--- src/rtl/sar_pkg.sv ---
package sar_pkg;
  localparam int SAMPLE_W = 12;
  localparam int CFG_W    = 6;

  typedef enum logic [2:0] {
    ST_IDLE,
    ST_CONV,
    ST_SHIFT,
    ST_DONE,
    ST_ACQ
  } ctl_state_t;

  typedef struct packed {
    logic       single;
    logic       odd;
    logic [1:0] sel;
    logic       uni;
    logic       sleep;
    logic       hold;
  } req_cfg_t;

  // Word sent on the first serial rises, first-sent bit in the MSB.
  function automatic logic [CFG_W-1:0] cfg_word(input req_cfg_t c);
    return {c.single, c.odd, c.sel, c.uni, c.sleep};
  endfunction

  // Sign only exists in two's complement coding.
  function automatic logic sample_negative(input logic uni,
                                           input logic [SAMPLE_W-1:0] s);
    return !uni && s[SAMPLE_W-1];
  endfunction
endpackage

--- src/rtl/sar_pacer.sv ---
// Saturating interval counter: ok once PERIOD cycles have passed since kick.
module sar_pacer #(
  parameter int PERIOD = 200
) (
  input  logic clk,
  input  logic rst_n,
  input  logic kick,
  output logic ok
);
  localparam int W = $clog2(PERIOD + 1);
  logic [W-1:0] cnt;

  always_ff @(posedge clk or negedge rst_n) begin
    if (!rst_n)                  cnt <= W'(PERIOD);
    else if (kick)               cnt <= W'(1);
    else if (cnt != W'(PERIOD))  cnt <= cnt + W'(1);
  end

  assign ok = (cnt == W'(PERIOD));
endmodule

--- src/rtl/sar_serial.sv ---
// Serial clock engine: HALF system cycles per clock phase, samples on rise,
// advances the outgoing word on fall.
module sar_serial #(
  parameter int HALF     = 2,
  parameter int BITS     = 12,
  parameter int CFG_BITS = 6
) (
  input  logic                clk,
  input  logic                rst_n,
  input  logic                go,
  input  logic [CFG_BITS-1:0] cfg,
  input  logic                sdo,
  output logic                sck,
  output logic                sdi,
  output logic                done,
  output logic [BITS-1:0]     data
);
  localparam int HW = $clog2(HALF + 1);
  localparam int BW = $clog2(BITS + 1);

  logic                active;
  logic [HW-1:0]       hcnt;
  logic [BW-1:0]       nrise;
  logic [CFG_BITS-1:0] osr;
  logic                phase_end;

  assign phase_end = active && (hcnt == '0);

  always_ff @(posedge clk or negedge rst_n) begin
    if (!rst_n) begin
      active <= 1'b0;
      hcnt   <= '0;
      nrise  <= '0;
      osr    <= '0;
      sck    <= 1'b0;
      sdi    <= 1'b0;
      done   <= 1'b0;
      data   <= '0;
    end else begin
      done <= 1'b0;
      if (go) begin
        active <= 1'b1;
        hcnt   <= HW'(HALF - 1);
        nrise  <= '0;
        sck    <= 1'b0;
        sdi    <= cfg[CFG_BITS-1];
        osr    <= {cfg[CFG_BITS-2:0], 1'b0};
      end else if (active) begin
        if (!phase_end) begin
          hcnt <= hcnt - HW'(1);
        end else begin
          hcnt <= HW'(HALF - 1);
          sck  <= !sck;
          if (!sck) begin
            data  <= {data[BITS-2:0], sdo};
            nrise <= nrise + BW'(1);
          end else if (nrise == BW'(BITS)) begin
            active <= 1'b0;
            done   <= 1'b1;
            sdi    <= 1'b0;
          end else begin
            sdi <= osr[CFG_BITS-1];
            osr <= {osr[CFG_BITS-2:0], 1'b0};
          end
        end
      end
    end
  end
endmodule

--- src/rtl/sar_adc_host.sv ---
module sar_adc_host
  import sar_pkg::*;
#(
  parameter int SCK_HALF     = 2,
  parameter int STRB_CYC     = 2,
  parameter int CONV_MAX_CYC = 160,
  parameter int CONV_TYP_CYC = 130,
  parameter bit USE_TYP      = 1'b0,
  parameter int ACQ_CYC      = 24,
  parameter int CYCLE_CYC    = 200
) (
  input  logic                clk,
  input  logic                rst_n,
  input  logic                start_i,
  input  logic                cfg_single_i,
  input  logic                cfg_odd_i,
  input  logic [1:0]          cfg_sel_i,
  input  logic                cfg_uni_i,
  input  logic                cfg_sleep_i,
  input  logic                hold_high_i,
  output logic                busy_o,
  output logic                valid_o,
  output logic [SAMPLE_W-1:0] sample_o,
  output logic                negative_o,
  output logic                convst_o,
  output logic                sck_o,
  output logic                sdi_o,
  input  logic                sdo_i
);
  localparam int CONV_CYC = USE_TYP ? CONV_TYP_CYC : CONV_MAX_CYC;
  localparam int CW       = $clog2(CONV_CYC + 1);

  ctl_state_t          state;
  req_cfg_t            cfg_q;
  logic [CW-1:0]       conv_cnt;
  logic                launch;
  logic                serial_go;
  logic                strobe_drop;
  logic                ser_done;
  logic [SAMPLE_W-1:0] ser_data;
  logic                acq_ok;
  logic                pace_ok;
  logic [SAMPLE_W-1:0] sample_q;
  logic                neg_q;
  logic                convst_q;

  // Named events shared with the checker.
  assign launch      = (state == ST_IDLE) && start_i;
  assign serial_go   = (state == ST_CONV) && (conv_cnt == CW'(CONV_CYC - 1));
  assign strobe_drop = (state == ST_CONV) && !cfg_q.hold
                       && (conv_cnt == CW'(STRB_CYC - 1));

  always_ff @(posedge clk or negedge rst_n) begin
    if (!rst_n) begin
      state    <= ST_IDLE;
      cfg_q    <= '0;
      conv_cnt <= '0;
      convst_q <= 1'b0;
      sample_q <= '0;
      neg_q    <= 1'b0;
    end else begin
      unique case (state)
        ST_IDLE: if (launch) begin
          state    <= ST_CONV;
          convst_q <= 1'b1;
          conv_cnt <= '0;
          cfg_q    <= '{single: cfg_single_i, odd: cfg_odd_i, sel: cfg_sel_i,
                        uni: cfg_uni_i, sleep: cfg_sleep_i, hold: hold_high_i};
        end
        ST_CONV: begin
          conv_cnt <= conv_cnt + CW'(1);
          if (strobe_drop) convst_q <= 1'b0;
          if (serial_go) begin
            convst_q <= 1'b0;
            state    <= ST_SHIFT;
          end
        end
        ST_SHIFT: if (ser_done) begin
          sample_q <= ser_data;
          neg_q    <= sample_negative(cfg_q.uni, ser_data);
          state    <= ST_DONE;
        end
        ST_DONE: state <= ST_ACQ;
        ST_ACQ:  if (acq_ok && pace_ok) state <= ST_IDLE;
        default: state <= ST_IDLE;
      endcase
    end
  end

  sar_serial #(
    .HALF     (SCK_HALF),
    .BITS     (SAMPLE_W),
    .CFG_BITS (CFG_W)
  ) u_serial (
    .clk   (clk),
    .rst_n (rst_n),
    .go    (serial_go),
    .cfg   (cfg_word(cfg_q)),
    .sdo   (sdo_i),
    .sck   (sck_o),
    .sdi   (sdi_o),
    .done  (ser_done),
    .data  (ser_data)
  );

  sar_pacer #(.PERIOD(ACQ_CYC)) u_acq (
    .clk   (clk),
    .rst_n (rst_n),
    .kick  (state == ST_DONE),
    .ok    (acq_ok)
  );

  sar_pacer #(.PERIOD(CYCLE_CYC)) u_rate (
    .clk   (clk),
    .rst_n (rst_n),
    .kick  (launch),
    .ok    (pace_ok)
  );

  assign busy_o     = (state == ST_CONV) || (state == ST_SHIFT);
  assign valid_o    = (state == ST_DONE);
  assign sample_o   = sample_q;
  assign negative_o = neg_q;
  assign convst_o   = convst_q;
endmodule

--- config.mk ---
export PLATFORM = sky130hd
export DESIGN_NAME = sar_adc_host
export DESIGN_NICKNAME = d
export VERILOG_FILES = /design/src/rtl/sar_pkg.sv /design/src/rtl/sar_pacer.sv /design/src/rtl/sar_serial.sv /design/src/rtl/sar_adc_host.sv
export SDC_FILE = /design/constraint.sdc
export NUM_CORES = 1
export LEC_CHECK = 0
export BUFFER_PORTS_ARGS = -buffer_cell sky130_fd_sc_hd__clkbuf_2
export CORE_ASPECT_RATIO = 0.6
export CORE_MARGIN = 8
export CORE_UTILIZATION = 52
export DETAILED_ROUTE_END_ITERATION = 8
export HOLD_SLACK_MARGIN = 0.05
export PLACE_DENSITY = 0.71
export SETUP_SLACK_MARGIN = 0.5
export SYNTH_ARGS = -nofsm -noshare
export SYNTH_HDL_FRONTEND = slang
export SYNTH_SLANG_ARGS = --single-unit
export TNS_END_PERCENT = 50
--- constraint.sdc ---
create_clock -name clk -period 2.41 [get_ports clk]
set_clock_uncertainty 0.2 [all_clocks]
set_input_delay 0.482 -clock clk [delete_from_list [all_inputs] [get_ports clk]]
set_output_delay 0.482 -clock clk [all_outputs]
set_load 0.05 [all_outputs]
==> impl_results.md, run 1 <==
* Total power at 2.634 mW
* DRC viols at 0
* CTS buffer count at 9
* Mean routed wirelength per cell at approximately 16 um
* Number of global-route vias before repair at about 2200
* Area leader, netlist: dfrtp_1
* Commonest non-fill, non-tap cell in the layout: dfrtp_1
* Setup_tns at 0 ns
* Clock Tree Buf Depth at 2
* Mean Syn Cell Area at 11.24 um^2
* Skew-Pair Late Insertion Delay at roughly 0.35 ns
* Fmax achieved at 498.4 MHz
* Final worst path period need at 2.006 ns
* Hold Crit Depth at 3
* Final Hold Fails at 0
* Via-to-Cell Ratio at 5.278
* Max-Cap Viols at 0
* Slew margin rel. at around three quarters
* Via count at roughly 2300
* Initial antenna violation count at 0
* Hold WS at 0.1175 ns
* Syn Inst Count at a little under 300
* Reg2Reg Depth at 5
* Ant diodes at 0
* Post-route clock period utilization at 83.25%
* Drt total wl at just under 7 mm
* Final setup violation count at 0
* Startpoint Class: flip-flop
* Layout filler cell count at approximately 470
* Full die area at about 9000 um^2
* Share of layout cells above drive strength 1 at 33.98%
* Flops & latches, synth at 72
* RePlAce Congestion at between 0.8 and 0.9
* CP max stage cell: dfrtp_1
* Core area at 6083 um^2
* Port bufs at 28
* Hold Startpoint: cfg_uni_i
* Die Height at 77.43 um
* Number of buffers and inverters on the critical path at 2
* Crit path required time at 1.73 ns
* Critical path class: reg2out
* Dpl cell area at approximately 3600 um^2
* Fin cells at 443
* Synth-to-Final Area Change at 25.06%
* Fin. max-slew vios at 0
* CTS root buf: clkbuf_8
* Total net switching power at between 600 and 700 uW
* GRT Resource Usage Total at 14.99%
* Worst-Margin Slew at about 0.38 ns
* DP HPWL at 4.386 mm
* Crit-path cells: buf_6 -> nand2b_4 -> a21oi_4 -> buf_8
* # H-tree levels at 3
* Design area at 4090 um^2
* Power per cell area at roughly 640 nW/um^2
* Routed Antenna Nets at 0
* Critical path arrival at 1.32 ns
* Pre-antenna DRT Iters at 5
* Commonest cells after routing, fill and taps aside: dfrtp_1 (65), nand2_1 (45), clkbuf_2 (25)
* Global-route wire length before repair at around 11 mm
* Max IR drop VDD at 493.9 uV
* Largest net degree at the start of global routing at 73
* Max stage delay on crit path at 0.40 ns
* Rows at 22
* Worst r2r dst: u_serial.data[4]$_DFFE_PN0P_
* LEAKAGE at slightly above 2 nW
* First DRT Iteration DRCs at between 100 and 150
* Initial Util at approximately 54%
* Worst Setup End Kind: output port
* Post-synthesis sequential area ratio at approximately 55%
* Clock Power Share at 39.3%
* Num ports at 29
* Inst Count DP at 404
* Grt total ovfl at 0
* RSZ-0062 raised after global routing: yes
* CTS clock-pin slew for the worst setup and hold paths at 0.08 ns
* Cell Int Power at roughly 2.0 mW
* Status: finished, final reports clean
* Clock sink count at slightly above 70
* Hold Path End: cfg_q[2]$_DFFE_PN0P_
* Post-Syn Nets at 310
* R2R Setup Slk at 0.43 ns
* CP top delay family: flip-flops
* Synth area leaders: dfrtp_1 (51%), nand2_1 (5.3%), mux2_2 (5.2%)
* Die Wd at 118.4 um
* Combinational group share of total power at 8.0%
* Ys Warns at 0
* Switch share at roughly a quarter
* Sequential share of power at around 53%
* CTS tree: built
* Crit-path max FO at 5
* Synthesized cell area at about 3300 um^2
* Reg2reg start: state[2]$_DFFE_PN0P_
* Synth unique cells at 39
* Nets@finish at roughly 370
* Area share of the largest cell type after synthesis at between 50% and 60%
* Hold Path Class: in2reg
## state kept, by name (all words and copies together) (netlist names)
name and flops:
convst_o 1, u_rate.cnt 8, u_serial.sck 1, u_serial.active 1
sample_o 12, u_serial.osr 5, u_serial.done 1, u_serial.hcnt 2
u_serial.data 12, u_serial.nrise 4, cfg_q 7, state 3
negative_o 1, u_acq.cnt 5, conv_cnt 8, u_serial.sdi 1
## how the worst max path moves through the flow
stage | slack [ns] | end | cells past startpoint | start
final | 0.40 | busy_o | 4 | state[0]$_DFFE_PN0P_
after global routing | 0.37 | busy_o | 4 | state[0]$_DFFE_PN0P_
after CTS | 0.37 | busy_o | 4 | state[0]$_DFFE_PN0P_
after detailed placement | 0.06 | u_serial.data[2]$_DFFE_PN0P_ | 4 | u_serial.hcnt[0]$_DFFE_PN0N_
after global placement | 0.12 | u_serial.data[2]$_DFFE_PN0P_ | 4 | u_serial.hcnt[0]$_DFFE_PN0N_
after floorplan | 0.45 | u_serial.sdi$_DFFE_PN0P_ | 6 | state[1]$_DFFE_PN0P_
## cell usage after synthesis (all sizes together)
cell,count
inv,11
xor2,10
nand3b,4
dfrtp,67
and4b,1
o211ai,2
nand2,46
or3b,2
nand4b,1
mux2i,9
nor3b,1
dfstp,5
nor2,24
o22a,1
nor4b,4
nor3,1
a21oi,7
and4bb,1
nand3,12
ha,8
nand4,5
nand2b,3
xnor2,4
o31ai,1
or2,1
buf,8
mux2,25
or3,1
and3,5
nor4,1
o21ai,16
a31oi,1
a21o,1
clkbuf,2
## kinds of logic after synthesis
| kind of cell | Yosys count | synth area share [%] |
|---|---|---|
| compound gates | 29 | 4.897 |
| xor+xnor | 14 | 3.749 |
| fa+ha+maj | 8 | 3.061 |
| buf+inv | 21 | 3.175 |
| flops | 72 | 55.28 |
| mux | 34 | 12.51 |
| simple gates | 113 | 17.33 |
## area by class of cell
cell class | instances | area (um^2) | area share (%)
Sequential cell | 72 | 1810 | 44.26
Clock inverter | 5 | 81.33 | 1.988
Tap cell | 84 | 105.1 | 2.570
Multi-Input combinational cell | 198 | 1451 | 35.48
Timing Repair Buffer | 62 | 466.7 | 11.41
Inverter | 11 | 43.79 | 1.071
Clock buffer | 11 | 131.4 | 3.212
## metrics by stage
stage	util, %	setup WS (ns)
after floorplan	-	0.4492
after global placement	58.60	0.1207
after detailed placement	58.60	0.05567
after CTS	65.14	0.3737
after global routing	67.24	0.3716
final	67.24	0.4037
## power by group through the flow
stage / logic [mW] / registers, mW / clock network [mW]
6_report: 0.210 / 1.39 / 1.03
5_1_grt: 0.246 / 1.40 / 1.11
4_1_cts: 0.213 / 1.39 / 1.05
3_5_place_dp: 0.209 / 1.41 / 0
3_3_place_gp: 0.200 / 1.41 / 0
2_1_floorplan: 0.143 / 1.39 / 0
## routing by layer
metal	global-route usage, %	vias to the layer above	routed length (um)	part of all wire (%)
met2	21.06	61	3019	43
li1	-	1118	-	-
met5	0	-	0	0
met1	21.39	1155	3498	50
met4	4.893	0	30	0.43
met3	4.769	4	410	5.9
## tightest hold or removal path, stage by stage
cell and delay [ns]:
clkbuf_2 0.08, nand2_1 0.04, nand2_1 0.04
## repair_timing
action | 4_1_cts | 5_1_grt
hold buffers | 1 | 0
pin swaps | 2 | 5
endpoints found under the hold margin | 67 | 0
endpoints found under the setup margin | 15 | 39
resized for setup | 14 | 19
gates cloned | 0 | 1
buffers inserted | 15 | 6
Power figures use the tool's default switching activity.
==> run 2: changes to the inputs <==
--- a/config.mk
+++ b/config.mk
@@ -11,7 +11,7 @@
 export CORE_UTILIZATION = 52
 export DETAILED_ROUTE_END_ITERATION = 8
 export HOLD_SLACK_MARGIN = 0.05
-export PLACE_DENSITY = 0.71
+export PLACE_DENSITY = 0.74
 export SETUP_SLACK_MARGIN = 0.5
 export SYNTH_ARGS = -nofsm -noshare
 export SYNTH_HDL_FRONTEND = slang
==> constraint.sdc (replaced) <==
create_clock -name clk -period 1.7 [get_ports clk]
set_clock_uncertainty 0.2 [all_clocks]
set_input_delay 0.34 -clock clk [delete_from_list [all_inputs] [get_ports clk]]
set_output_delay 0.34 -clock clk [all_outputs]
set_load 0.05 [all_outputs]
==> impl_results.md, run 2 (same netlist as run 1, synthesis figures left out) <==
* Status: finished with violations
* Failing checks: negative setup slack
* Core area at 6083 um^2
* Power per cell area at roughly 770 nW/um^2
* Commonest non-fill, non-tap cell in the layout: dfrtp_1
* Number of buffers and inverters on the critical path at 2
* Clock sink count at a little over 70
* Final setup violation count at between 50 and 60
* Initial Util at a little over half
* Worst r2r dst: u_serial.data[1]$_DFFE_PN0P_
* Reg2reg start: state[0]$_DFFE_PN0P_
* Via count at between 2000 and 3000
* Nets@finish at slightly above 400
* Num ports at 29
* Hold Path Class: in2reg
* WL met2 at just over 4 mm
* Port bufs at 28
* Metal3 WL at just over 400 um
* Largest net degree at the start of global routing at 73
* Mean routed wirelength per cell at about 18 um
* Startpoint Class: flip-flop
* GRT Resource Usage Total at between 10% and 20%
* Max-Cap Viols at 0
* Pre-antenna DRT Iters at 4
* Critical path class: reg2reg
* Ant diodes at 0
* RSZ-0062 raised after global routing: yes
* Via-to-Cell Ratio at between 5 and 6
* Fin. max-slew vios at 0
* Grt total ovfl at 0
* Drt total wl at about 8.5 mm
* Full die area at about 9200 um^2
* Top sig layer: met4
* Post-route clock period utilization at 113.3%
* Switch share at between 20% and 30%
* CTS buffer count at 9
* Skew-Pair Late Insertion Delay at 0.34 ns
* Final worst path period need at between 1.5 and 2 ns
* Dpl cell area at between 3000 and 4000 um^2
* Max stage delay on crit path at 0.38 ns
* Reg2Reg Depth at 6
* Crit path required time at approximately 1.7 ns
* CTS root buf: clkbuf_8
* RePlAce Congestion at around 0.86
* Crit-path cells: buf_4 -> or3b_4 -> nor3_4 -> nor2_4 -> buf_12 -> mux2_4
* DRC viols at 0
* First DRT Iteration DRCs at 143
* Hold Startpoint: start_i
* DP HPWL at a little under 5 mm
* Fin util at about four fifths
* Final Hold Fails at 0
* Max IR drop VDD at about 730 uV
* Share of layout cells above drive strength 1 at approximately 50%
* LEAKAGE at between 2 and 2.5 nW
* Hold Path End: state[0]$_DFFE_PN0P_
* R2R Setup Slk at -0.23 ns
* Hold Crit Depth at 4
* Fmax achieved at about 520 MHz
* Rows at 22
* M1 WL at 3.817 mm
* Combinational group share of total power at between 10% and 20%
* Crit-path max FO at 12
* Post-route setup slack at -0.2266 ns
* CTS tree: built
* Worst Setup End Kind: flip-flop
* Cell Int Power at 2.816 mW
* CP top delay family: simple AND/OR/NAND/NOR gates
* Worst-Margin Slew at 0.3753 ns
* Total net switching power at ~930 uW
* Routed Antenna Nets at 0
* Critical path arrival at 1.95 ns
* Die Wd at 118.4 um
* CTS clock-pin slew for the worst setup and hold paths at roughly 0.070 ns
* Sequential share of power at a little over half
* CP max stage cell: dfrtp_1
* Die Height at ~77 um
* Commonest cells after routing, fill and taps aside: dfrtp_1 (66), buf_4 (36), nand2_1 (26)
* Slew margin rel. at between 70% and 80%
* Number of global-route vias before repair at 2687
* Clock Power Share at ~36%
* Global-route wire length before repair at approximately 13 mm
* # H-tree levels at 3
* Design area at 4841 um^2
* Synth-to-Final Area Change at 48.01%
* Clock Tree Buf Depth at 2
* Initial antenna violation count at 0
==> run 2: timing repair <==
action / CTS / global route
hold buffers: 9 / 0
hold endpoints to repair: 75 / 0
pin swaps: 29 / 40
resized for setup: 94 / 68
endpoints found under the setup margin: 90 / 90
cloned: 2 / 1
setup buffers: 17 / 7
==> run 2: area by class of cell <==
cell class	count	area [um^2]
Clock buffer	13	158.9
Clock inverter	3	40.04
Fill cell	341	1242
Inverter	11	41.29
Multi-Input combinational cell	198	1652
Sequential cell	72	1809
Tap cell	84	105.1
Timing Repair Buffer	98	1035
==> run 2: worst max-delay path by stage <==
stage / slack, ns / end / depth (start not counted) / startpoint
CTS: -0.20 / busy_o / 4 / state[0]$_DFFE_PN0P_
global route: -0.27 / u_serial.data[1]$_DFFE_PN0P_ / 6 / state[0]$_DFFE_PN0P_
detailed placement: -0.15 / u_serial.data[3]$_DFFE_PN0P_ / 5 / u_serial.hcnt[0]$_DFFE_PN0N_
floorplan: -0.25 / u_serial.data[0]$_DFFE_PN0P_ / 7 / state[1]$_DFFE_PN0P_
finish: -0.23 / u_serial.data[1]$_DFFE_PN0P_ / 6 / state[0]$_DFFE_PN0P_
global placement: -0.12 / u_serial.data[2]$_DFFE_PN0P_ / 5 / u_serial.hcnt[0]$_DFFE_PN0N_
==> run 2: metal layers <==
| layer | vias to the layer above | global-route usage, % |
|---|---|---|
| met4 | 0 | 5.646 |
| met2 | 72 | 29.53 |
| met3 | 10 | 5.202 |
| met1 | 1295 | 22.75 |
| li1 | 1191 | - |
| met5 | - | 0 |
==> run 2: worst reg2reg max path, delay by kind of cell, from the launching register on <==
| kind | cells | cell delay [ns] |
|---|---|---|
| flops | 1 | 0.38 |
| simple gates | 3 | 0.65 |
| mux | 1 | 0.31 |
| buf+inv | 2 | 0.28 |
==> run 2: power groups by stage <==
stage          Combinational [mW]  Sequential, mW  Clock, mW
5_1_grt                     0.514            1.97       1.44
3_5_place_dp                0.354            1.98          0
3_3_place_gp                0.339            1.97          0
4_1_cts                     0.436            1.94       1.37
6_report                    0.456            1.95       1.34
2_1_floorplan               0.202            1.97          0
==> run 2: metrics by stage <==
stage	setup slack (ns)	cells	TNS [ns]	power, mW	hold slack (ns)
floorplan	-0.2502	291	-5.386	2.172	-0.1556
global placement	-0.1195	427	-2.280	2.312	0.1930
detailed placement	-0.1547	427	-2.757	2.330	0.2073
CTS	-0.1989	471	-5.242	3.751	0.2714
global route	-0.2715	479	-9.558	3.925	0.3178
finish	-0.2266	479	-6.588	3.748	0.3166
==> run 3: changes to the inputs <==
--- a/config.mk
+++ b/config.mk
@@ -5,6 +5,7 @@
 export SDC_FILE = /design/constraint.sdc
 export NUM_CORES = 1
 export LEC_CHECK = 0
+export ABC_AREA = 1
 export BUFFER_PORTS_ARGS = -buffer_cell sky130_fd_sc_hd__clkbuf_2
 export CORE_ASPECT_RATIO = 0.6
 export CORE_MARGIN = 8
==> constraint.sdc (replaced) <==
create_clock -name clk -period 1.7 [get_ports clk]
set_clock_uncertainty 0.2 [all_clocks]
set_input_delay 0.34 -clock clk [delete_from_list [all_inputs] [get_ports clk]]
set_output_delay 0.34 -clock clk [all_outputs]
set_load 0.1 [all_outputs]
==> impl_results.md, run 3 <==
* Flops & latches, synth at 72
* Fin. max-slew vios at 0
* Number of buffers and inverters on the critical path at 3
* Design area at approximately 5300 um^2
* Num ports at 29
* Ant diodes at 0
* Full die area at 9772 um^2
* Clock sink count at a little over 70
* Power per cell area at between 700 and 800 nW/um^2
* Crit path required time at around 1.7 ns
* Critical path class: reg2reg
* Worst Setup End Kind: flip-flop
* Pre-antenna DRT Iters at 5
* Most frequent cell after synthesis: nand2_1
* RSZ-0062 raised after global routing: yes
* Area share of the largest cell type after synthesis at 47.47%
* Initial Util at between 50% and 60%
* Startpoint Class: flip-flop
* Fmax achieved at between 500 and 600 MHz
* Most frequent cells after synthesis: nand2_1 (97), dfrtp_1 (67), inv_1 (52)
* Dpl cell area at 3966 um^2
* Routed Antenna Nets at 0
* Post-route clock period utilization at 110.4%
* GRT Resource Usage Total at between 10% and 20%
* Port bufs at 28
* Failing checks: negative setup slack
* Post-Syn Nets at about 410
* Commonest non-fill, non-tap cell in the layout: nand2_1
* Final setup violation count at 30
* Setup WS pre-CTS at around 0.03 ns
* Via count at 3096
* Total net switching power at about 780 uW
* Post-synthesis sequential area ratio at roughly half
* Mean routed wirelength per cell at approximately 17 um
* Largest net degree at the start of global routing at 73
* Combinational group share of total power at 1.8%
* Slew margin rel. at about 74%
* Total power at between 3 and 4 mW
* Async set-reset flop share out of synthesis at 100.0%
* Die Height at about 80 um
* Layout filler cell count at 356
* Synthesized cell area at between 3000 and 4000 um^2
* Switch share at roughly a fifth
* Synth area leaders: dfrtp_1 (47%), nand2_1 (10%), inv_1 (5.5%)
* Via-to-Cell Ratio at approximately 5.5
* Hold Path Class: reg2reg
* Final worst path period need at approximately 1.9 ns
* Top FF cell, synth: dfrtp_1
* Post-synth EDFFs at 0
* First DRT Iteration DRCs at roughly 240
* Synth unique cells at 31
* Clock Tree Buf Depth at 2
* CP max stage cell: dfrtp_1
* Max-Cap Viols at 0
* Number of global-route vias before repair at roughly 3000
* DRC viols at 0
* Rows at 23
* Area leader, netlist: dfrtp_1
* Crit-path max FO at 5
* Final Hold Fails at 0
* Critical path arrival at ~1.9 ns
* Worst-Margin Slew at 0.3949 ns
* Post-route setup slack at -0.1761 ns
* CTS tree: built
* CP top delay family: simple AND/OR/NAND/NOR gates
* Core area at between 6000 and 7000 um^2
* Max stage delay on crit path at 0.44 ns
* Share of layout cells above drive strength 1 at between 40% and 50%
* Drt total wl at roughly 9.4 mm
* CTS root buf: clkbuf_16
* # H-tree levels at 3
* Skew-Pair Late Insertion Delay at 0.34 ns
* Hold WS at between 0.2 and 0.3 ns
* LEAKAGE at about 2.5 nW
* Max IR drop VDD at around 520 uV
* RePlAce Congestion at roughly 0.89
* Sequential share of power at 45.1%
* Die Wd at approximately 120 um
* Commonest cells after routing, fill and taps aside: nand2_1 (73), dfrtp_1 (64), inv_1 (43)
* Ys Warns at 0
* CTS buffer count at 9
* Cell Int Power at 3.024 mW
* FF/Latch Area at around 1800 um^2
* Initial antenna violation count at 0
* Mean Syn Cell Area at between 8 and 9 um^2
* Nets@finish at approximately 500
* Global-route wire length before repair at roughly 14 mm
* Setup_tns at -2.725 ns
* Crit-path cells: inv_2 -> nand2_1 -> nor2_4 -> nand3_4 -> buf_12 -> buf_16 -> nand4_1 -> o21ai_1
* Synth-to-Final Area Change at 48.64%
* Grt total ovfl at 0
* Multi-input gate area at between 1500 and 2000 um^2
* Clock Power Share at 53.1%
* Status: finished with violations
* CTS clock-pin slew for the worst setup and hold paths at about 0.06 ns
* Syn Inst Count at 394
* DP HPWL at between 5 and 6 mm
-- run 3: cell count changes in the layout (fill, tap and decap cells not counted), sizes merged, moves of 5 or more --
cell	change
nand2	+64
mux2	-25
o21ai	+25
and3	-5
clkbuf	-7
xor2	-8
nand3	+28
inv	+44
buf	-16
mux2i	-9
nor3	+9
-- run 3: path summary, 6_finish.rpt --
check | endpoint | cells after the start | startpoint | slack, ns
max reg2reg | u_serial.nrise[3]$_DFFE_PN0P_ | 8 | conv_cnt[5]$_DFFE_PN0P_ | -0.18
min reg2reg | cfg_q[3]$_DFFE_PN0P_ | 2 | cfg_q[3]$_DFFE_PN0P_ | 0.29
max in group asynchronous | u_acq.cnt[4]$_DFFE_PN1P_ | 3 | rst_n | 0.59
min | cfg_q[3]$_DFFE_PN0P_ | 2 | cfg_q[3]$_DFFE_PN0P_ | 0.29
min in group asynchronous | u_rate.cnt[5]$_DFFE_PN0P_ | 3 | rst_n | 0.36
max | u_serial.nrise[3]$_DFFE_PN0P_ | 8 | conv_cnt[5]$_DFFE_PN0P_ | -0.18
-- run 3: per-stage QoR --
stage	instances	utilization, %
CTS	561	77.32
floorplan	394	-
finish	567	79.32
global placement	511	59.92
detailed placement	511	59.92
global route	567	79.32
-- run 3: cell families (layout without fill, tap and decap cells) --
kind of cell / count (synthesis) / in the layout / synth area share (%)
XOR/XNOR: 3 / 3 / 0.7440
buffers and inverters: 66 / 152 / 9.352
adder cells (fa/ha/maj): 8 / 8 / 2.834
AO/OA/AOI/OAI: 61 / 61 / 11.72
flip-flops: 72 / 72 / 51.19
AND/OR/NAND/NOR: 184 / 184 / 24.16
-- run 3: routing by layer --
| metal | vias up | part of all wire, % | GRT usage, % |
|---|---|---|---|
| met5 | - | 0 | 0 |
| met3 | 31 | 7.4 | 5.508 |
| met4 | 0 | 2.6 | 7.376 |
| met1 | 1502 | 42 | 22.71 |
| li1 | 1432 | - | - |
| met2 | 131 | 48 | 29.55 |
-- run 3: power groups by stage --
stage / combinational (mW) / clock (mW) / sequential [mW]
final: 0.0678 / 2.02 / 1.71
after global routing: 0.0761 / 2.12 / 1.71
after CTS: 0.0690 / 2.03 / 1.71
after detailed placement: 0.0532 / 0 / 1.75
after global placement: 0.0528 / 0 / 1.75
after floorplan: 0.000427 / 0 / 1.75
-- run 3: cell type report --
class                   instances  area share (%)
repair buffers                 79           19.76
flip-flops and latches         72           34.56
clock inverters                 7           1.835
well taps                      87           2.073
multi-input cells             256           32.96
inverters                      57           4.528
clock buffers                   9           4.290
-- run 3: worst min-delay path: cells and delay by family (launching register included) --
family | cells | cell delay, ns
flip-flops | 1 | 0.35
AND/OR/NAND/NOR | 2 | 0.11
-- run 3: repair_timing --
| item | CTS | global route |
|---|---|---|
| setup endpoints to repair | 90 | 90 |
| resized for setup | 109 | 25 |
| endpoints found under the hold margin | 75 | 0 |
| pin swaps | 27 | 19 |
| gates cloned | 5 | 0 |
| hold buffers | 9 | 0 |
| setup buffers | 20 | 6 |
